<file path="src/rtl/bus_rst_pkg.sv">
package bus_rst_pkg;
  typedef enum logic [1:0] {
    ST_HOLD = 2'd0,
    ST_FLOAT = 2'd1,
    ST_BIST = 2'd2,
    ST_RUN = 2'd3
  } boot_state_e;
endpackage

</file>
<file path="src/rtl/rst_edge_sync.sv">
module rst_edge_sync (
  input  logic clk_i,
  input  logic rst_ni,
  input  logic async_rst_ni_i,
  output logic level_o,
  output logic assert_o,
  output logic release_o
);
  logic s1_q, s2_q, prev_q;

  // prev resets high so a reset held at power-up reads as an assertion
  always_ff @(posedge clk_i or negedge rst_ni) begin
    if (!rst_ni) begin
      s1_q   <= 1'b0;
      s2_q   <= 1'b0;
      prev_q <= 1'b1;
    end else begin
      s1_q   <= async_rst_ni_i;
      s2_q   <= s1_q;
      prev_q <= s2_q;
    end
  end

  assign level_o   = s2_q;
  assign assert_o  = prev_q & ~s2_q;
  assign release_o = ~prev_q & s2_q;
endmodule

</file>
<file path="src/rtl/hold_timer.sv">
module hold_timer #(
  parameter int unsigned MIN_HOLD_CYC = 200000
) (
  input  logic clk_i,
  input  logic rst_ni,
  input  logic start_i,
  input  logic tick_i,
  output logic short_o
);
  localparam int unsigned CNT_W = $clog2(MIN_HOLD_CYC + 1);
  localparam logic [CNT_W-1:0] LIMIT = CNT_W'(MIN_HOLD_CYC);

  logic [CNT_W-1:0] cnt_q;

  // the cycle that detects the assertion counts as the first held cycle
  always_ff @(posedge clk_i or negedge rst_ni) begin
    if (!rst_ni) cnt_q <= '0;
    else if (start_i) cnt_q <= CNT_W'(1);
    else if (tick_i && cnt_q < LIMIT) cnt_q <= cnt_q + CNT_W'(1);
  end

  assign short_o = cnt_q < LIMIT;
endmodule

</file>
<file path="src/rtl/boot_fsm.sv">
module boot_fsm
  import bus_rst_pkg::*;
#(
  parameter int unsigned CFG_W   = 4,
  parameter int unsigned TRI_BIT = 0,
  parameter int unsigned ADDR_W  = 32,
  parameter logic [ADDR_W-1:0] RST_VEC = 32'hFFFF_FFF0
) (
  input  logic              clk_i,
  input  logic              rst_ni,
  input  logic              level_i,
  input  logic              assert_i,
  input  logic              release_i,
  input  logic              short_i,
  input  logic              init_i,
  input  logic [CFG_W-1:0]  cfg_i,
  input  logic              bist_done_i,
  output logic              drive_en_o,
  output logic              bist_start_o,
  output logic              inval_o,
  output logic              fetch_start_o,
  output logic [ADDR_W-1:0] fetch_addr_o,
  output logic [CFG_W-1:0]  cfg_o,
  output logic              err_o
);
  boot_state_e state_q;
  logic drive_q, bist_q, fetch_q, inval_q, err_q;
  logic [ADDR_W-1:0] addr_q;
  logic [CFG_W-1:0] cfg_q;

  always_ff @(posedge clk_i or negedge rst_ni) begin
    if (!rst_ni) begin
      state_q <= ST_HOLD;
      drive_q <= 1'b0;
      bist_q  <= 1'b0;
      fetch_q <= 1'b0;
      inval_q <= 1'b0;
      err_q   <= 1'b0;
      addr_q  <= '0;
      cfg_q   <= '0;
    end else begin
      bist_q  <= 1'b0;
      fetch_q <= 1'b0;
      inval_q <= 1'b0;
      // reassertion wins over any boot step in the same cycle
      if (assert_i) begin
        state_q <= ST_HOLD;
        drive_q <= 1'b0;
        addr_q  <= '0;
        inval_q <= 1'b1;
      end else begin
        unique case (state_q)
          ST_HOLD: if (release_i) begin
            cfg_q <= cfg_i;
            err_q <= short_i;
            if (cfg_i[TRI_BIT]) begin
              state_q <= ST_FLOAT;
            end else begin
              drive_q <= 1'b1;
              if (init_i) begin
                state_q <= ST_BIST;
                bist_q  <= 1'b1;
              end else begin
                state_q <= ST_RUN;
                fetch_q <= 1'b1;
                addr_q  <= RST_VEC;
              end
            end
          end
          ST_BIST: if (bist_done_i) begin
            state_q <= ST_RUN;
            fetch_q <= 1'b1;
            addr_q  <= RST_VEC;
          end
          ST_FLOAT, ST_RUN: ;
          default: state_q <= ST_HOLD;
        endcase
      end
    end
  end

  // gating by the synced level removes bus drive one edge after it drops
  assign drive_en_o    = drive_q & level_i;
  assign bist_start_o  = bist_q & level_i;
  assign fetch_start_o = fetch_q & level_i;
  assign inval_o       = inval_q;
  assign fetch_addr_o  = addr_q;
  assign cfg_o         = cfg_q;
  assign err_o         = err_q;
endmodule

</file>
<file path="src/rtl/bus_reset_sequencer.sv">
module bus_reset_sequencer #(
  parameter int unsigned CFG_W        = 4,
  parameter int unsigned TRI_BIT      = 0,
  parameter int unsigned ADDR_W       = 32,
  parameter logic [ADDR_W-1:0] RST_VEC = 32'hFFFF_FFF0,
  parameter int unsigned MIN_HOLD_CYC = 200000
) (
  input  logic              clk_i,
  input  logic              rst_ni,
  input  logic              bus_rst_ni,
  input  logic              init_strap_i,
  input  logic [CFG_W-1:0]  cfg_strap_i,
  input  logic              bist_done_i,
  output logic              drive_en_o,
  output logic              bist_start_o,
  output logic              l1_inval_o,
  output logic              fetch_start_o,
  output logic [ADDR_W-1:0] fetch_addr_o,
  output logic [CFG_W-1:0]  cfg_o,
  output logic              short_rst_err_o
);
  logic level, assert_det, release_det, short_hold;

  rst_edge_sync u_sync (
    .clk_i          (clk_i),
    .rst_ni         (rst_ni),
    .async_rst_ni_i (bus_rst_ni),
    .level_o        (level),
    .assert_o       (assert_det),
    .release_o      (release_det)
  );

  hold_timer #(.MIN_HOLD_CYC(MIN_HOLD_CYC)) u_timer (
    .clk_i   (clk_i),
    .rst_ni  (rst_ni),
    .start_i (assert_det),
    .tick_i  (~level),
    .short_o (short_hold)
  );

  boot_fsm #(
    .CFG_W(CFG_W), .TRI_BIT(TRI_BIT), .ADDR_W(ADDR_W), .RST_VEC(RST_VEC)
  ) u_fsm (
    .clk_i         (clk_i),
    .rst_ni        (rst_ni),
    .level_i       (level),
    .assert_i      (assert_det),
    .release_i     (release_det),
    .short_i       (short_hold),
    .init_i        (init_strap_i),
    .cfg_i         (cfg_strap_i),
    .bist_done_i   (bist_done_i),
    .drive_en_o    (drive_en_o),
    .bist_start_o  (bist_start_o),
    .inval_o       (l1_inval_o),
    .fetch_start_o (fetch_start_o),
    .fetch_addr_o  (fetch_addr_o),
    .cfg_o         (cfg_o),
    .err_o         (short_rst_err_o)
  );
endmodule

</file>
<file path="config.mk">
export PLATFORM = sky130hd
export DESIGN_NAME = bus_reset_sequencer
export DESIGN_NICKNAME = d
export VERILOG_FILES = /design/src/rtl/bus_rst_pkg.sv /design/src/rtl/rst_edge_sync.sv /design/src/rtl/hold_timer.sv /design/src/rtl/boot_fsm.sv /design/src/rtl/bus_reset_sequencer.sv
export SDC_FILE = /design/constraint.sdc
export NUM_CORES = 1
export LEC_CHECK = 0
export BUFFER_PORTS_ARGS = -buffer_cell sky130_fd_sc_hd__buf_2
export CAP_MARGIN = 10
export CORE_MARGIN = 4
export CORE_UTILIZATION = 47
export CTS_CLUSTER_SIZE = 12
export DETAILED_ROUTE_END_ITERATION = 8
export PLACE_DENSITY_LB_ADDON = 0.12
export REMOVE_ABC_BUFFERS = 1
export SETUP_SLACK_MARGIN = 0.4
export SYNTH_ARGS = -nofsm -noshare
export SYNTH_HDL_FRONTEND = slang
export SYNTH_SLANG_ARGS = --single-unit
</file>
<file path="constraint.sdc">
create_clock -name clk_i -period 2.1 [get_ports clk_i]
set_input_delay 0.105 -clock clk_i [delete_from_list [all_inputs] [get_ports clk_i]]
set_output_delay 0.105 -clock clk_i [all_outputs]
set_load 0.02 [all_outputs]
</file>
# [Yosys cells after proc, flatten, opt, wreduce, memory -nomap -nowiden]
# Index checks and enable logic that the tools add are counted.
[word_totals] elab_cells=68 reg_bits=64 inputBits=9
[classes] bitwise_logic=8 n_reduce_logical=10 eq_ne=6 magnitude_cmp=1 mux=30 addsub=1
[op_table] op="$mux W32" n=5
[op_table] op="$pmux W32 S2" n=1
[op_table] op="$mux W18" n=2
[op_table] op="$add A18 B1 Y18 const B" n=1
[op_table] op="$lt A18 B18 Y1 const B" n=1
[op_table] op="$mux W1" n=16
[op_table] op="$ne A3 B3 Y1 const B" n=4
[op_table] op="$reduce_and A3 Y1" n=3
[op_table] op="$mux W2" n=4
[op_table] op="$reduce_bool A2 Y1" n=3
[op_table] op="$and A1 B1 Y1" n=5
[op_table] op="$reduce_and A5 Y1" n=1
[op_table] op="$pmux W2 S2" n=1
[op_table] op="$not A1 Y1" n=3
[op_table] op="$reduce_bool A3 Y1" n=1
[op_table] op="$eq A2 B2 Y1 const B" n=1
[op_table] op="$logic_not A2 Y1" n=1
[op_table] op="$ne A2 B1 Y1 const B" n=1
[op_table] op="$pmux W1 S2" n=1
[op_table] op="$logic_and A1 B1 Y1" n=1

# [Logic depth before layout (Yosys ltp)]
# Gate-level depths: netlist (run 1).
[depth] ltp_word=5 depth_mapped=6 depth_no_buf=6

# [Cells and area by module]
# From an unflattened synthesis (run 1), not the netlist that was laid out.
[unflattened] hier_cells=198 hier_area_um2=1919.3
[by_module_without_submodules] module="hold_timer" instances=1 seq_area_each_um2=450.4 area_per_inst_um2=1092.3 cells_per_inst=121
[by_module_without_submodules] module="boot_fsm" instances=1 seq_area_each_um2=300.3 area_per_inst_um2=732.0 cells_per_inst=71
[by_module_without_submodules] module="rst_edge_sync" instances=1 seq_area_each_um2=76.3 area_per_inst_um2=91.3 cells_per_inst=5
[by_module_without_submodules] module="bus_reset_sequencer" instances=1 seq_area_each_um2=0.0 area_per_inst_um2=3.8 cells_per_inst=1

# [Worst setup path before layout (run 1)]
# No wires, ideal clock.
[synth_path] path_kind="reg2reg" from="register u_timer.cnt_q[14]" to="register u_timer.cnt_q[12]" setup_slack_ns=0.111 required_time_ns=1.975 path_stages_with_launch=6 period_less_slack_ns=1.989 t_arrival_ns=1.864 cell_sequence="dfrtp_1 > or4_4 > a2111oi_4 > nor2_1 > nor3_1 > mux2_2"
[synth_via] elab_chain_cells=3
[synth_lines] element="from (decl)" line_no="hold_timer.sv:13" text="logic [CNT_W-1:0] cnt_q;"
[synth_lines] element="from (signal assigned)" line_no="hold_timer.sv:19" text="else if (tick_i && cnt_q < LIMIT) cnt_q <= cnt_q + CNT_W'(1);"
[synth_lines] element="$lt A18 B18 Y1" line_no="hold_timer.sv:19"
[synth_lines] element="$logic_and A1 B1 Y1" line_no="hold_timer.sv:19"
[synth_lines] element="$reduce_bool A2 Y1 (no source line)"
# Every way passes these cells.
# A chain may end at the register's enable or synchronous reset.

# [Worst setup path after layout (run 1)]
[layout_path] from="register u_timer.cnt_q[15]" to="register u_timer.cnt_q[11]"
# The elaborated chain is that of the path after synthesis.

==> metrics, run 1 <==
outcome finished, final reports clean; crit-path max FO 5; drt pass-1 iters 4; core area between 0.003 and 0.004 mm²; floorplan row count 22; CTS Buf Count 5; Starting Density 0.504; Final Hold Viols 0; Setup CP Type register to register; Unique masters post-synth 40; total grt overflow 0; H-tree depth 2; routed len/inst around 15 µm; async set-reset flop share out of synthesis 1.00; share of cells above drive strength 1 0.446; setup TNS 0 ns; Bufs and invs on worst path 0; die area between 0.005 and 0.006 mm²; Critical Path Start u_timer.cnt_q[15]$_DFFE_PN0P_; maximum achievable frequency approximately 0.50 GHz; top cell type's share of synthesized area 0.418; DP HPWL approximately 2600 µm; Slew Viols, Final 0; Req. time, crit path ~2.3 ns; Least-Margin Pin Slew between 0.7 and 0.8 ns; power share of the combinational group 0.309; Synth area leader dfrtp_1; first-pass GRT wire length 6840 µm; I/O Pins 50; Top delay family on crit path simple AND/OR/NAND/NOR gates; RSZ-0062 raised after global routing true; Syn Inst Count about 190; Iter 0 DRT Violations 105; Max stage delay on crit path between 0.5 and 0.6 ns; Sw Ratio 0.362; Seq/Total Area, Yosys 0.432; sw power around 0.00070 W; Worst-path clk slew ~0.070 ns; die height just over 70 µm; post-route ant nets 0; Die Wd approximately 72 µm; LEAKAGE 1.11 nW; Pwr Total around 0.0019 W; Cell Int Power 0.00123 W; prevailing post-synth register cell dfrtp_1; pwr/cell area between 800 and 900 mW/mm²; #FFs+latches synth 33; clock skew around 0.0082 ns; hold_sp init_strap_i; maximum buffer depth of the clock tree 2; ANT cells 0; post-DR vias/cell 5.25; Area growth syn-to-layout 21.6%; clock share of power 0.276; initial antenna violation count 0; Synth top cells by count 32 x dfrtp_1, 31 x buf_4, 21 x nor2_1, 10 x a21oi_1, 9 x inv_1; Non-Filler Instances 279; input/output buffers 45; placed cells about 260; GRT Util Overall 0.169; crit path time final 1.99 ns; CTS sink cnt 33; HP Class primary input to register; Ys Warns 0; MaxCap Viol Count 0; number of global-route vias before repair about 1500; Clk Tree Root Cell clkbuf_8; Worst-Skew Late Latency around 0.29 ns; Avg Synthesized Cell Area about 10 µm²; count leader, synth dfrtp_1; critical-path cell list or4_4 > a21o_4 > a21oi_4 > nand3_2 > mux2_4; largest net degree at the start of global routing 34; top post-synthesis cells by area dfrtp_1 42%, buf_4 12%, nor2_1 4.1%; CTS tree done; setup violators final 0; VDD IR max 0.491 mV; Vias 1466; Seq pwr share 0.415; Routed Wire Length a little over 4000 µm; number of remaining DRC errors 0; worst r2r src u_timer.cnt_q[15]$_DFFE_PN0P_; Setup crit end kind register; post-route clock period utilization 0.948; # nets final 243; number of flops mapped to enable cells by yosys 0; WP data arrival around 2.2 ns; Crit-path slowest cell or4_4; GP Congestion between 0.8 and 0.9; crit path launch type register; worst relative slew slack 0.496; synthesized cell area approximately 0.0019 mm²
-- layout by cell type, fill, tap and decap left out, types with 2 or more instances in the layout --
| master | netlist | layout |
|---|---|---|
| a2111oi_4 | 2 | 2 |
| a211oi_2 | 0 | 3 |
| a211oi_4 | 0 | 2 |
| a21o_4 | 0 | 2 |
| a21oi_1 | 10 | 7 |
| a21oi_2 | 0 | 2 |
| a21oi_4 | 1 | 2 |
| a31oi_1 | 3 | 3 |
| and2_1 | 5 | 5 |
| and3_1 | 2 | 2 |
| buf_2 | 0 | 45 |
| buf_4 | 31 | 14 |
| buf_6 | 1 | 3 |
| clkbuf_8 | 0 | 7 |
| conb_1 | 1 | 4 |
| dfrtp_1 | 32 | 31 |
| dlygate4sd3_1 | 0 | 2 |
| ha_1 | 4 | 4 |
| inv_1 | 9 | 9 |
| mux2_2 | 6 | 6 |
| mux2i_1 | 2 | 2 |
| nand2_1 | 7 | 7 |
| nand2b_1 | 2 | 2 |
| nand3_1 | 6 | 5 |
| nand4_1 | 2 | 2 |
| nor2_1 | 21 | 20 |
| nor2b_1 | 3 | 3 |
| o21ai_0 | 4 | 4 |
| or3_1 | 3 | 2 |
| xnor2_1 | 8 | 8 |
-- registers in the layout, summed over array words and instances (netlist names) --
register / count
u_fsm.fetch_q: 1
u_fsm.fetch_addr_o: 1
u_fsm.drive_q: 1
u_timer.cnt_q: 18
u_sync.level_o: 1
u_fsm.bist_q: 1
u_sync.prev_q: 1
u_fsm.cfg_o: 4
u_fsm.state_q: 2
u_fsm.inval_o: 1
u_sync.s1_q: 1
u_fsm.err_o: 1
-- worst reg2reg max path, delay by kind of cell, from the launching register on --
| kind | cells | cell delay, ns |
|---|---|---|
| AOI/OAI and AO/OA | 2 | 0.47 |
| DFF | 1 | 0.40 |
| muxes | 1 | 0.31 |
| and+or+nand+nor | 2 | 0.70 |
-- routing by layer --
metal  global-route usage  routed length [µm]  vias to the layer above
li1                     -                   -                      697
met3               0.0547                 261                        8
met4               0.0814                  91                        0
met1                0.207                1740                      706
met5                    0                   0                        -
met2                0.266                2010                       55
-- stage by stage --
stage / util / setup slack [ns] / instance area [µm²] / hold slack (ns)
after global placement: 0.527 / 0.0453 / 2000 / 0.203
after CTS: 0.588 / 0.150 / 2230 / 0.0424
after global routing: 0.613 / 0.0549 / 2330 / 0.0488
after detailed placement: 0.527 / -0.0216 / 2000 / 0.216
final: 0.613 / 0.110 / 2330 / 0.0461
after floorplan: - / -1.82 / 1660 / -0.191
-- cells by family after synthesis --
kind of cell	count (synthesis)	share of synthesized area
AOI/OAI and AO/OA	32	0.134
xor gates and xnor gates	8	0.0366
adders and majority gates	4	0.0261
buffers and inverters	46	0.155
DFF	33	0.432
muxes	9	0.0536
other	1	0.00196
and+or+nand+nor	59	0.161
-- power by group through the flow --
stage	registers [W]	clock network [W]	logic, W
4_1_cts	0.000802	0.000544	0.000600
5_1_grt	0.000825	0.000567	0.000652
2_1_floorplan	0.00100	0	0.000171
6_report	0.000803	0.000534	0.000598
3_3_place_gp	0.000807	0	0.000581
3_5_place_dp	0.000815	0	0.000582
-- path summary, 6_finish.rpt --
check	endpoint	slack (ns)	cells past startpoint
hold reg to reg	u_sync.level_o$_DFF_PN0_	0.35	0
setup / recovery	u_timer.cnt_q[11]$_DFFE_PN0P_	0.11	5
min in group asynchronous	u_timer.cnt_q[10]$_DFFE_PN0P_	0.42	2
max in group asynchronous	u_timer.cnt_q[3]$_DFFE_PN0P_	1.16	2
setup reg to reg	u_timer.cnt_q[11]$_DFFE_PN0P_	0.11	5
hold / removal	u_fsm.fetch_q$_DFF_PN0_	0.05	2
-- area by class of cell --
type / instances / area [µm²]
fill: 304 / 1470
multi-input combinational: 117 / 922
sequential: 33 / 828
timing repair buffer: 64 / 384
clock buffer: 7 / 96.3
tap: 48 / 60.1
inverter: 9 / 33.8
clock inverter: 1 / 5.00
-- what timing repair did --
| action | 4_1_cts | 5_1_grt |
|---|---|---|
| gates cloned | 1 | 0 |
| endpoints found under the setup margin | 18 | 22 |
| hold endpoints to repair | 33 | 0 |
| resized for setup | 13 | 13 |
| hold buffers | 2 | 0 |
| setup buffers | 5 | 5 |
| pin swaps | 12 | 16 |
No activity file was read; power rests on OpenSTA's default activity.
==> inputs of run 2 (changes only) <==
CORE_ASPECT_RATIO = 1.4   (was unset)
GPL_ROUTABILITY_DRIVEN = 0   (was unset)
==> metrics, run 2 (synthesis results as in run 1) <==
outcome finished, final reports clean; Final Util 0.582 (-0.0316); HP Class primary input to register; crit path launch type register; routed len/inst 14.6 µm (-0.84%); Clk Tree Root Cell clkbuf_8; Iter 0 DRT Violations 56 (-47%); crit path time final 1.95 ns (-0.0436 ns); Slew Viols, Final 0 (unchanged); pwr/cell area 835 mW/mm² (+0.52%); LEAKAGE 1.06 nW (-3.8%); setup TNS 0 ns (unchanged); drt pass-1 iters 4 (unchanged); GRT Util Overall 0.166 (-0.00266); H-tree depth 2 (unchanged); core area 0.00392 mm² (+3.2%); Vias 1461 (-0.34%); maximum achievable frequency 0.514 GHz (+2.2%); flip-flop count of the largest register after layout 18 (unchanged); floorplan row count 27 (+23%); post-DR vias/cell 5.39 (+2.6%); fillers 330 (+8.6%); Least-Margin Pin Slew 0.730 ns (-0.0271 ns); Final Hold Viols 0 (unchanged); worst relative slew slack 0.514 (+0.0181); MaxCap Viol Count 0 (unchanged); initial antenna violation count 0 (unchanged); Req. time, crit path 2.27 ns (about the same); input/output buffers 45 (unchanged); Die Wd 62.0 µm (-14%); Setup CP Type register to register; DP HPWL 2620 µm (+1.5%); Worst-path clk slew 0.07 ns (about the same); Pwr Total 0.00190 W (-1.6%); crit-path max FO 5 (unchanged); Worst-Skew Late Latency 0.28 ns (about the same); RSZ-0062 raised after global routing true; post-route ant nets 0 (unchanged); CTS Buf Count 5 (unchanged); number of global-route vias before repair 1498 (-1.4%); die area 0.00518 mm² (+0.28%); commonest non-fill, non-tap cell in the layout buf_2; I/O Pins 50 (unchanged); setup violators final 0 (unchanged); # nets final 240 (-1.2%); share of cells above drive strength 1 0.434 (-0.0117); Starting Density 0.489 (-0.0155); DP Area 0.00200 mm² (-0.31%); VDD IR max 0.592 mV (+21%); CTS sink cnt 33 (unchanged); maximum buffer depth of the clock tree 2 (unchanged); largest net degree at the start of global routing 34 (unchanged); final instance area 0.00228 mm² (-2.1%); post-route clock period utilization 0.927 (-0.0208); number of remaining DRC errors 0 (unchanged); Routed Wire Length 3950 µm (-3.7%); first-pass GRT wire length 6550 µm (-4.2%); die height 83.5 µm (+16%); Most flops, register u_timer.cnt_q; Area growth syn-to-layout 19.0%; clock skew 0.00615 ns (-0.00200 ns); ANT cells 0 (unchanged); most frequent cells in the layout 45 x buf_2, 32 x dfrtp_1, 20 x nor2_1; CTS tree done; Setup crit end kind register; WP data arrival 2.12 ns (-0.05 ns); total grt overflow 0 (unchanged)
[run 2: cell count changes in the layout (fill, tap and decap cells not counted), moves of 2 or more]
| cell | change |
|---|---|
| a21oi_1 | +2 |
| clkbuf_1 | +2 |
| a211oi_4 | -2 |
| a21oi_2 | -2 |
| a211oi_2 | +2 |
| nand3_1 | -2 |
| buf_4 | -3 |
| nand3_2 | +2 |
[run 2: final timing paths]
path	cells after the start	start	to	slack [ns]
min in group asynchronous	2	rst_ni	u_timer.cnt_q[13]$_DFFE_PN0P_	0.42
max in group asynchronous	2	rst_ni	u_timer.cnt_q[0]$_DFFE_PN0P_	1.21
setup / recovery	5	u_timer.cnt_q[14]$_DFFE_PN0P_	u_timer.cnt_q[11]$_DFFE_PN0P_	0.15
setup reg to reg	5	u_timer.cnt_q[14]$_DFFE_PN0P_	u_timer.cnt_q[11]$_DFFE_PN0P_	0.15
hold reg to reg	0	u_sync.s1_q$_DFF_PN0_	u_sync.level_o$_DFF_PN0_	0.36
hold / removal	2	cfg_strap_i[1]	u_fsm.cfg_o[1]$_DFFE_PN0P_	0.06
[run 2: layer usage]
metal	global-route usage	wire length, µm	vias up
met4	0.0656	82	0
met5	0	0	-
li1	-	-	692
met3	0.0542	261	11
met2	0.267	2060	55
met1	0.197	1550	703
[run 2: area by class of cell]
cell class | instances | area (µm²) | area share
Clock buffer | 8 | 90.1 | 0.0395
Inverter | 9 | 33.8 | 0.0148
Multi-Input combinational cell | 117 | 913 | 0.401
Sequential cell | 33 | 827 | 0.363
Tap cell | 43 | 53.8 | 0.0236
Timing Repair Buffer | 61 | 362 | 0.159
[run 2: critical path, stage by stage, from the launching register on]
cell	delay, ns
dfrtp_1	0.40
or4_4	0.56
a21o_4	0.25
a21oi_4	0.22
nand3_2	0.11
mux2_4	0.30
[run 2: repair_timing]
item                                   CTS  global route
buffers inserted                         5             2
setup endpoints to repair               22            19
hold buffers                             2             0
endpoints found under the hold margin   33             0
resized for setup                       14            10
gates cloned                             1             0
pin swaps                               10            21
[run 2: metrics by stage]
stage | hold WS (ns) | worst slack [ns] | std cells
CTS | 0.0522 | 0.199 | 269
detailed placement | 0.213 | 0.0115 | 253
global placement | 0.202 | 0.0462 | 253
floorplan | -0.191 | -1.82 | 158
finish | 0.0571 | 0.153 | 271
global route | 0.0608 | 0.0794 | 271
[run 2: power breakdown]
| part | switching [W] | total (W) | internal [W] |
|---|---|---|---|
| sequential | 0.0000759 | 0.000797 | 0.000721 |
| combinational | 0.000390 | 0.000618 | 0.000227 |
| clock | 0.000221 | 0.000489 | 0.000267 |
| total | 0.000688 | 0.00190 | 0.00122 |
==> inputs of run 3 (changes only) <==
==> constraint.sdc (replaced) <==
create_clock -name clk_i -period 2.1 [get_ports clk_i]
set_input_delay 0.21 -clock clk_i [delete_from_list [all_inputs] [get_ports clk_i]]
set_output_delay 0.21 -clock clk_i [all_outputs]
set_load 0.02 [all_outputs]
==> metrics, run 3 (synthesis results as in run 1) <==
post-DR vias/cell 5.40 (+0.19%); crit-path max FO 5 (unchanged); CTS sink cnt 33 (unchanged); Worst-path clk slew 0.07 ns (about the same); Req. time, crit path 2.27 ns (about the same); most frequent cells in the layout 45 x buf_2, 32 x dfrtp_1, 20 x nor2_1; Worst-Skew Late Latency 0.28 ns (about the same); Most flops, register u_timer.cnt_q; input/output buffers 45 (unchanged); MaxCap Viol Count 0 (unchanged); Area growth syn-to-layout 18.0%; VDD IR max 0.591 mV (about the same); WP data arrival 2.12 ns (about the same); Setup crit end kind register; area of the multi-input gates 913 µm² (unchanged); Vias 1453 (-0.55%); floorplan row count 27 (unchanged); Iter 0 DRT Violations 52 (-7.1%); worst hold slack -0.0166 ns (-0.0737 ns); GRT Util Overall 0.166 (-0.000301); Die Wd 62.0 µm (unchanged); setup TNS 0 ns (unchanged); Critical Path Start u_timer.cnt_q[14]$_DFFE_PN0P_; total grt overflow 0 (unchanged); DP HPWL 2620 µm (unchanged); maximum achievable frequency 0.514 GHz (about the same); Starting Density 0.489 (unchanged); number of remaining DRC errors 0 (unchanged); core area 0.00392 mm² (unchanged); I/O Pins 50 (unchanged); failing checks negative hold slack; LEAKAGE 1.05 nW (-0.79%); crit path time final 1.95 ns (-0.000194 ns); maximum buffer depth of the clock tree 2 (unchanged); # nets final 238 (-0.83%); worst relative slew slack 0.518 (+0.00485); number of global-route vias before repair 1492 (-0.40%); routed len/inst 14.6 µm (+0.34%); Final Hold Viols 32 (+32); Setup CP Type register to register; outcome finished, violations left; RSZ-0062 raised after global routing true; largest net degree at the start of global routing 34 (unchanged); share of cells above drive strength 1 0.438 (+0.00384); Routed Wire Length 3930 µm (-0.41%); reg2reg path depth 5 (unchanged); first-pass GRT wire length 6530 µm (-0.21%); register area 827 µm² (unchanged); clock skew 0.00636 ns (+0.000205 ns); dpl ws 0.0115 ns (unchanged); drt pass-1 iters 4 (unchanged); Setup WS post-layout 0.154 ns (+0.000194 ns); post-route clock period utilization 0.927 (about the same); die height 83.5 µm (unchanged); setup violators final 0 (unchanged); CTS tree done; flip-flop count of the largest register after layout 18 (unchanged); post-route ant nets 0 (unchanged); Slew Viols, Final 0 (unchanged); commonest non-fill, non-tap cell in the layout buf_2; worst r2r src u_timer.cnt_q[14]$_DFFE_PN0P_; HP Class primary input to async pin; pwr/cell area 841 mW/mm² (+0.71%); ANT cells 0 (unchanged); die area 0.00518 mm² (unchanged); initial antenna violation count 0 (unchanged); crit path launch type register; fillers 332 (+0.61%); R2R Setup Slk 0.15 ns (about the same); Least-Margin Pin Slew 0.722 ns (-0.00728 ns); H-tree depth 2 (unchanged); Reg-to-Reg End u_timer.cnt_q[11]$_DFFE_PN0P_; CTS Buf Count 5 (unchanged); Clk Tree Root Cell clkbuf_8
run 3: worst max-delay path by stage:
stage	endpoint
2_1_floorplan	u_fsm.fetch_addr_o[30]$_DFFE_PN0P_
3_3_place_gp	u_timer.cnt_q[12]$_DFFE_PN0P_
3_5_place_dp	u_timer.cnt_q[12]$_DFFE_PN0P_
4_1_cts	u_timer.cnt_q[11]$_DFFE_PN0P_
5_1_grt	u_timer.cnt_q[12]$_DFFE_PN0P_
6_report	u_timer.cnt_q[11]$_DFFE_PN0P_
run 3: metal layers:
layer | vias to the layer above | wire length (µm) | global-route usage
li1 | 688 | - | -
met1 | 699 | 1550 | 0.198
met2 | 55 | 2040 | 0.265
met3 | 11 | 259 | 0.0542
met4 | 0 | 82 | 0.0656
met5 | - | 0 | 0
run 3: cell type report:
class	count	share of cell area
repair buffers	59	0.151
well taps	43	0.0238
flip-flops and latches	33	0.366
inverters	9	0.0150
multi-input cells	117	0.404
clock buffers	8	0.0399
run 3: power by group:
group	total [W]	internal [W]	leakage, nW	switching [W]
Sequential	0.000797	0.000721	0.425	0.0000759
Combinational	0.000615	0.000225	0.584	0.000390
Clock	0.000488	0.000267	0.0455	0.000221
Total	0.00190	0.00121	1.05	0.000687
run 3: worst max-delay path, stage by stage (launching register included):
cell and delay (ns):
dfrtp_1 0.40, or4_4 0.56, a21o_4 0.25, a21oi_4 0.22
nand3_2 0.11, mux2_4 0.30
run 3: through the flow:
step | power (W) | std cells | hold slack, ns | instance area [µm²] | util
finish | 0.00190 | 269 | -0.0166 | 2260 | 0.577
floorplan | 0.00118 | 158 | -0.0856 | 1660 | -
detailed placement | 0.00140 | 253 | 0.318 | 2000 | 0.509
CTS | 0.00191 | 267 | 0.00704 | 2190 | 0.560
global placement | 0.00139 | 253 | 0.307 | 2000 | 0.509
global route | 0.00201 | 269 | 0.0270 | 2260 | 0.577
run 3: repair_timing:
action / in CTS / in global routing
pin swaps: 10 / 21
setup endpoints to repair: 22 / 19
gates resized for setup: 14 / 10
hold buffers: 0 / 0
setup buffers: 5 / 2
gates cloned: 1 / 0
